==> src/rtl/dafir_pkg.sv <==
package dafir_pkg;

  // Smallest signed width that holds every value in [lo, hi].
  function automatic int sbits(int lo, int hi);
    int w;
    w = 1;
    while ((hi > (2 ** (w - 1)) - 1) || (lo < -(2 ** (w - 1)))) w++;
    return w;
  endfunction

endpackage

==> src/rtl/dafir_tapline.sv <==
module dafir_tapline #(
  parameter int DW = 12,
  parameter int N  = 4
) (
  input  logic                 clk,
  input  logic                 rst_n,
  input  logic                 shift,
  input  logic signed [DW-1:0] din,
  output logic signed [DW-1:0] taps [N]
);

  // taps[0] is the newest accepted sample; older samples move up one slot per accept.
  always_ff @(posedge clk or negedge rst_n) begin
    if (!rst_n) begin
      taps <= '{default: '0};
    end else if (shift) begin
      taps[0] <= din;
      for (int i = 1; i < N; i++) taps[i] <= taps[i-1];
    end
  end

endmodule

==> src/rtl/dafir_grp_rom.sv <==
module dafir_grp_rom
  import dafir_pkg::*;
#(
  parameter int NTAPS       = 1,
  parameter int COEF [NTAPS] = '{default: 0},
  parameter int OFF         = 0,
  parameter int K           = 1,
  parameter int LW          = 8
) (
  input  logic [K-1:0]         addr,
  output logic signed [LW-1:0] data
);

  localparam int NENT = 2 ** K;

  // Tap index of the j-th nonzero coefficient.
  function automatic int nzp(int j);
    int c;
    c = 0;
    for (int i = 0; i < NTAPS; i++) begin
      if (COEF[i] != 0) begin
        if (c == j) return i;
        c++;
      end
    end
    return 0;
  endfunction

  // sel = 1: sum of the group's negative coefficients; otherwise sum of the positive ones.
  function automatic int side_sum(int sel);
    int s;
    s = 0;
    for (int j = 0; j < K; j++) begin
      if (sel == 1 && COEF[nzp(OFF + j)] < 0) s += COEF[nzp(OFF + j)];
      if (sel != 1 && COEF[nzp(OFF + j)] > 0) s += COEF[nzp(OFF + j)];
    end
    return s;
  endfunction

  // Entry width that exactly covers this group's partial-sum range.
  localparam int TW = sbits(side_sum(1), side_sum(0));

  typedef logic signed [TW-1:0] ent_t;
  typedef ent_t tbl_t [NENT];

  function automatic tbl_t build();
    tbl_t t;
    for (int a = 0; a < NENT; a++) begin
      int s;
      s = 0;
      for (int j = 0; j < K; j++) if (a[j]) s += COEF[nzp(OFF + j)];
      t[a] = ent_t'(s);
    end
    return t;
  endfunction

  localparam tbl_t TBL = build();

  assign data = LW'(TBL[addr]);

endmodule

==> src/rtl/dafir_reduce.sv <==
module dafir_reduce #(
  parameter int DW   = 12,
  parameter int NGRP = 3,
  parameter int LW   = 12,
  parameter int AW   = 25,
  parameter int OW   = 16,
  parameter int RSH  = 8,
  parameter bit PIPE = 1'b1
) (
  input  logic                 clk,
  input  logic                 rst_n,
  input  logic                 adv,
  input  logic signed [LW-1:0] pv [DW][NGRP],
  output logic signed [OW-1:0] y
);

  localparam int NLEV = $clog2(DW);
  localparam logic signed [AW-1:0] HALF = AW'(2 ** (RSH - 1));

  // Stage holding the table outputs.
  logic signed [LW-1:0] pq [DW][NGRP];

  if (PIPE) begin : g_preg
    always_ff @(posedge clk or negedge rst_n) begin
      if (!rst_n)   pq <= '{default: '0};
      else if (adv) pq <= pv;
    end
  end else begin : g_pcomb
    always_comb pq = pv;
  end

  // Level 0: one weighted value per bit-plane. Levels 1..NLEV: pairwise sums.
  for (genvar l = 0; l <= NLEV; l++) begin : g_lv
    logic signed [AW-1:0] c [DW];
    logic signed [AW-1:0] q [DW];

    if (l == 0) begin : g_src
      always_comb begin : p_weight
        logic signed [AW-1:0] acc;
        for (int r = 0; r < DW; r++) begin
          acc = '0;
          for (int g = 0; g < NGRP; g++) acc = acc + AW'(pq[r][g]);
          acc = acc <<< r;
          c[r] = (r == DW - 1) ? -acc : acc;
        end
      end
    end else begin : g_add
      always_comb begin
        for (int i = 0; i < DW; i++) begin
          c[i] = '0;
          if (2 * i < DW)     c[i] = g_lv[l-1].q[2*i];
          if (2 * i + 1 < DW) c[i] = c[i] + g_lv[l-1].q[2*i+1];
        end
      end
    end

    if (PIPE && (l < NLEV)) begin : g_reg
      always_ff @(posedge clk or negedge rst_n) begin
        if (!rst_n)   q <= '{default: '0};
        else if (adv) q <= c;
      end
    end else begin : g_wire
      always_comb q = c;
    end
  end

  logic signed [AW-1:0] rs;
  assign rs = g_lv[NLEV].q[0] + HALF;

  always_ff @(posedge clk or negedge rst_n) begin
    if (!rst_n)   y <= '0;
    else if (adv) y <= OW'(rs >>> RSH);
  end

endmodule

==> src/rtl/dafir_top.sv <==
module dafir_top
  import dafir_pkg::*;
#(
  parameter int DW           = 12,
  parameter int NTAPS        = 19,
  parameter int COEF [NTAPS] = '{3, -9, 0, 21, -34, 18, 55, -120, 211, 400,
                                 211, -120, 55, 18, -34, 21, 0, -9, 3},
  parameter int NGRP         = 3,
  parameter int GSIZE [NGRP] = '{6, 6, 5},
  parameter int OW           = 16,
  parameter int RSH          = 8,
  parameter bit PIPE         = 1'b1
) (
  input  logic                 clk,
  input  logic                 rst_n,
  input  logic                 s_valid,
  output logic                 s_ready,
  input  logic signed [DW-1:0] s_data,
  output logic                 m_valid,
  input  logic                 m_ready,
  output logic signed [OW-1:0] m_data
);

  function automatic int nzp(int j);
    int c;
    c = 0;
    for (int i = 0; i < NTAPS; i++) begin
      if (COEF[i] != 0) begin
        if (c == j) return i;
        c++;
      end
    end
    return 0;
  endfunction

  function automatic int grp_off(int g);
    int s;
    s = 0;
    for (int i = 0; i < g; i++) s += GSIZE[i];
    return s;
  endfunction

  function automatic int abs_sum();
    int s;
    s = 0;
    for (int i = 0; i < NTAPS; i++) s += (COEF[i] < 0) ? -COEF[i] : COEF[i];
    return s;
  endfunction

  localparam int LW   = sbits(-abs_sum(), abs_sum());
  localparam int AW0  = LW + DW + 1;
  localparam int AW   = (AW0 > RSH + OW) ? AW0 : RSH + OW;
  localparam int NLEV = $clog2(DW);
  localparam int LAT  = PIPE ? NLEV + 3 : 2;

  logic adv;
  logic [LAT:1] vp;
  logic signed [DW-1:0] taps [NTAPS];
  logic signed [LW-1:0] pv [DW][NGRP];

  assign adv     = !m_valid || m_ready;
  assign s_ready = adv;
  assign m_valid = vp[LAT];

  always_ff @(posedge clk or negedge rst_n) begin
    if (!rst_n)   vp <= '0;
    else if (adv) vp <= {vp[LAT-1:1], s_valid};
  end

  dafir_tapline #(.DW(DW), .N(NTAPS)) u_taps (
    .clk   (clk),
    .rst_n (rst_n),
    .shift (s_valid && adv),
    .din   (s_data),
    .taps  (taps)
  );

  for (genvar g = 0; g < NGRP; g++) begin : g_grp
    localparam int K   = GSIZE[g];
    localparam int OFF = grp_off(g);
    logic [K-1:0] ad [DW];

    for (genvar j = 0; j < K; j++) begin : g_bit
      localparam int TI = nzp(OFF + j);
      for (genvar r = 0; r < DW; r++) begin : g_pl
        assign ad[r][j] = taps[TI][r];
      end
    end

    for (genvar r = 0; r < DW; r++) begin : g_rom
      dafir_grp_rom #(
        .NTAPS (NTAPS),
        .COEF  (COEF),
        .OFF   (OFF),
        .K     (K),
        .LW    (LW)
      ) u_rom (
        .addr (ad[r]),
        .data (pv[r][g])
      );
    end
  end

  dafir_reduce #(
    .DW   (DW),
    .NGRP (NGRP),
    .LW   (LW),
    .AW   (AW),
    .OW   (OW),
    .RSH  (RSH),
    .PIPE (PIPE)
  ) u_red (
    .clk   (clk),
    .rst_n (rst_n),
    .adv   (adv),
    .pv    (pv),
    .y     (m_data)
  );

endmodule

==> config.mk <==
export PLATFORM = sky130hd
export DESIGN_NAME = dafir_top
export DESIGN_NICKNAME = d
export VERILOG_FILES = /design/src/rtl/dafir_pkg.sv /design/src/rtl/dafir_tapline.sv /design/src/rtl/dafir_grp_rom.sv /design/src/rtl/dafir_reduce.sv /design/src/rtl/dafir_top.sv
export SDC_FILE = /design/constraint.sdc
export NUM_CORES = 2
export LEC_CHECK = 0
export BUFFER_PORTS_ARGS = -buffer_cell sky130_fd_sc_hd__clkbuf_2
export CAP_MARGIN = 20
export CORE_MARGIN = 2
export CORE_UTILIZATION = 35
export DETAILED_ROUTE_END_ITERATION = 10
export PLACE_DENSITY = 0.57
export SLEW_MARGIN = 20
export SYNTH_ARGS = -nofsm -noshare
export SYNTH_HDL_FRONTEND = slang
export SYNTH_HIERARCHICAL = 1
export SYNTH_SLANG_ARGS = --single-unit
==> constraint.sdc <==
create_clock -name clk -period 3.7 [get_ports clk]
set_input_delay 0.185 -clock clk [delete_from_list [all_inputs] [get_ports clk]]
set_output_delay 0.185 -clock clk [all_outputs]
set_load 0.01 [all_outputs]
==> impl_metrics.py <==
metrics = {
    "setup_path": {
        "critPathRequiredTime_ps": 4330,
        "critPathLaunchType": "register",
        "critPathCaptureType": "register",
        "path_class": "reg -> reg",
        "cp_data_arrival_time_ps": 4150,
        "cp_max_fo": 3,
    },
    "cts": {
        "clk_pin_slew_ps": 50,
        "cts-htree-levels": 4,
        "cts-root-buf": "clkbuf_16",
        "cts.sinks": 1030,
        "cts_tree": "done",
        "post_cts_buffers": 0,
        "clk_latency_ps": 760,
        "cts_buffers": 130,
        "cts_buffer_depth": 3,
    },
    "layout": {
        "drive_above_1_share_pct": 18.7,
        "area_delta_synth_final_pct": 8.33,
        "multiInputGateArea_um2": 45900,
        "ff_latch_area_um2": 25800,
        "finalNonFillerCells": 10100,
        "nNetsFinal": 8046,
        "finish.utilization_pct": 38.1,
        "antenna_cells": 0,
        "nFillCells": 21200,
    },
    "yosys": {
        "synth_top_area_cell": "dfrtp_1",
        "synth_area_leaders": "dfrtp_1 34%, mux2_2 13%, ha_1 12%",
        "synth-edff-count": 0,
        "synth_area_per_cell_um2": 10.3,
        "synth_warnings": 6,
        "syn_area_um2": 76400,
        "synth_fp_nets": 8267,
        "synthCells": 7385,
        "yosysMostFrequentCell": "dfrtp_1",
        "synth.distinct_cells": 94,
        "async_reset_ff_share_pct": 100,
        "yosysSeqAreaShare_pct": 33.8,
        "synth_top_area_share_pct": 33.8,
        "synth_ff_type": "dfrtp_1",
        "synth_seq_cells": 1030,
        "synth_commonest_cells": "1030 x dfrtp_1, 856 x mux2_2, 702 x ha_1",
    },
    "grt": {
        "gr-total-overflow": 0,
        "grt_pass1_wl_um": 273000,
        "grt_max_degree": 124,
        "met1_usage_pct": 19.9,
        "grt_util_met3_pct": 1.86,
        "busiest_layer": "met2",
        "grt_pass1_vias": 52400,
        "antenna_found_initial": 1,
        "gr-usage-met2_pct": 23.7,
        "grt_usage_pct": 14.4,
    },
    "timing": {
        "setup_violations": 0,
        "fmax_ghz": 0.284,
        "hold_viol": 0,
        "final_max_slew_viol_count": 0,
        "period_share_pct": 95.1,
        "tns_ps": 0,
        "slew_headroom_pct": 33.4,
        "rsz0062_at_grt": "no",
        "finalCriticalPeriod_ps": 3520,
        "finClkSkew_ps": 24.2,
        "worst-slew-pin-transition_ps": 999,
    },
    "routing": {
        "vias": 52700,
        "drc_errors": 0,
        "drtAntennaViolNets": 0,
        "drt_iter0_drc": 3255,
        "drt-total-wl_um": 162000,
        "wl_per_cell_um": 16.0,
        "drtPass1Iterations": 7,
        "routed_via_density": 5.21,
    },
    "job": {
        "maxCapViolCount": 0,
    },
    "placed_design": {
        "dp_cells": 9871,
        "portBuffers": 33,
        "place_hpwl_um": 115000,
        "gp_congestion": 0.829,
    },
    "floorplan": {
        "dieArea_um2": 222000,
        "ios": 34,
        "die_h_um": 471,
        "rows": 171,
        "floorplan.initialDensity_pct": 35.2,
        "fp.coreArea_um2": 217000,
        "die_w_um": 471,
    },
    "worst_hold_path": {
        "hp-class": "in -> async",
    },
    "outcome": {
        "outcome": "completed",
    },
}
==> layout make-up <==
cell class              instances  area share, %
repair buffers                137           1.49
clock buffers                 180           4.60
flip-flops and latches       1030           31.2
inverters                     438           2.00
multi-input cells            5427           55.5
clock inverters                53          0.942
well taps                    2854           4.32
==> cells by family after synthesis <==
logic type / after synthesis / share of synthesized area, %
AO/OA/AOI/OAI: 1699 / 14.8
AND/OR/NAND/NOR: 1485 / 9.53
flip-flops: 1030 / 33.8
multiplexers: 990 / 15.2
buffers and inverters: 928 / 6.15
adder cells (fa/ha/maj): 866 / 15.8
XOR/XNOR: 387 / 4.70
==> state kept, by name, summed over array words and instances, names as in the netlist <==
name and cells:
u_red/pq 432, u_red/g_lv.q 347, u_taps/taps 228, u_red/y 16, vp 7
==> path summary, 6_finish.rpt <==
path	endpoint	start	cells past startpoint	slack (ps)
worst min register to register	vp[7]	vp[6]	1	480
min in group clk	vp[1]	m_ready	3	120
worst min-delay path	u_red/pq[35]	rst_n	2	60
worst max-delay path	u_red/g_lv[0].q[23]	u_red/pq[1]	13	180
max in group asynchronous	u_taps/taps[24]	rst_n	3	2420
worst max register to register	u_red/g_lv[0].q[23]	u_red/pq[1]	13	180
==> metal layers <==
metal / share of wire, % / routed length, um
met1: 48 / 77500
met2: 47 / 75800
met3: 2.7 / 4410
met4: 2.5 / 4040
met5: 0 / 0
==> layout by cell type, fill, tap and decap left out, drive strengths merged, types with 26 or more instances in the layout <==
cell | Yosys | final
buf | 347 | 90
mux4 | 48 | 48
dfrtp | 1030 | 1030
nand3 | 86 | 86
o221ai | 51 | 51
nor3b | 26 | 26
and3 | 28 | 28
mux2i | 67 | 67
nand2 | 444 | 444
nor2 | 341 | 341
a211oi | 99 | 99
o32ai | 37 | 37
a21o | 68 | 68
a21boi | 36 | 36
a21oi | 403 | 403
fa | 164 | 164
o21ai | 353 | 353
o211ai | 30 | 30
o22ai | 38 | 38
ha | 702 | 702
inv | 438 | 444
o21a | 52 | 52
a31oi | 73 | 73
clkbuf | 143 | 212
a311oi | 41 | 41
nand2b | 141 | 141
xnor2 | 288 | 288
nor3 | 137 | 137
o21bai | 45 | 45
a2111oi | 89 | 89
xor2 | 99 | 99
o31ai | 78 | 78
a2bb2oi | 28 | 28
nor2b | 137 | 137
mux2 | 875 | 875
==> stage by stage <==
step	cell area (um^2)	worst slack, ps	hold slack (ps)
after global placement	78000	-5.13	267
final	82700	180	63.3
after detailed placement	78000	1.52	275
after CTS	82700	23.6	29.6
after floorplan	76400	133	-111
after global routing	82700	12.0	63.3
==> worst max-delay path, cell delays in order (launching register included) <==
cell       delay (ps)
dfrtp_1           400
fa_1              560
ha_2              190
inv_1              50
fa_2              370
nor2b_4           130
buf_4             100
o2111ai_1         120
nand3b_1          220
xnor2_4           150
nand3b_2          100
or3_4             400
or3_1             310
a221o_1           300
==> timing repair <==
action,in CTS,in global routing
pin swaps,0,3
hold endpoints to repair,215,0
setup endpoints to repair,1,3
resized for setup,1,3
hold buffers,15,0
Power is left out: the tool's default activity adds up to more than one toggle a clock period on the data nets, which glitch-free logic cannot reach.
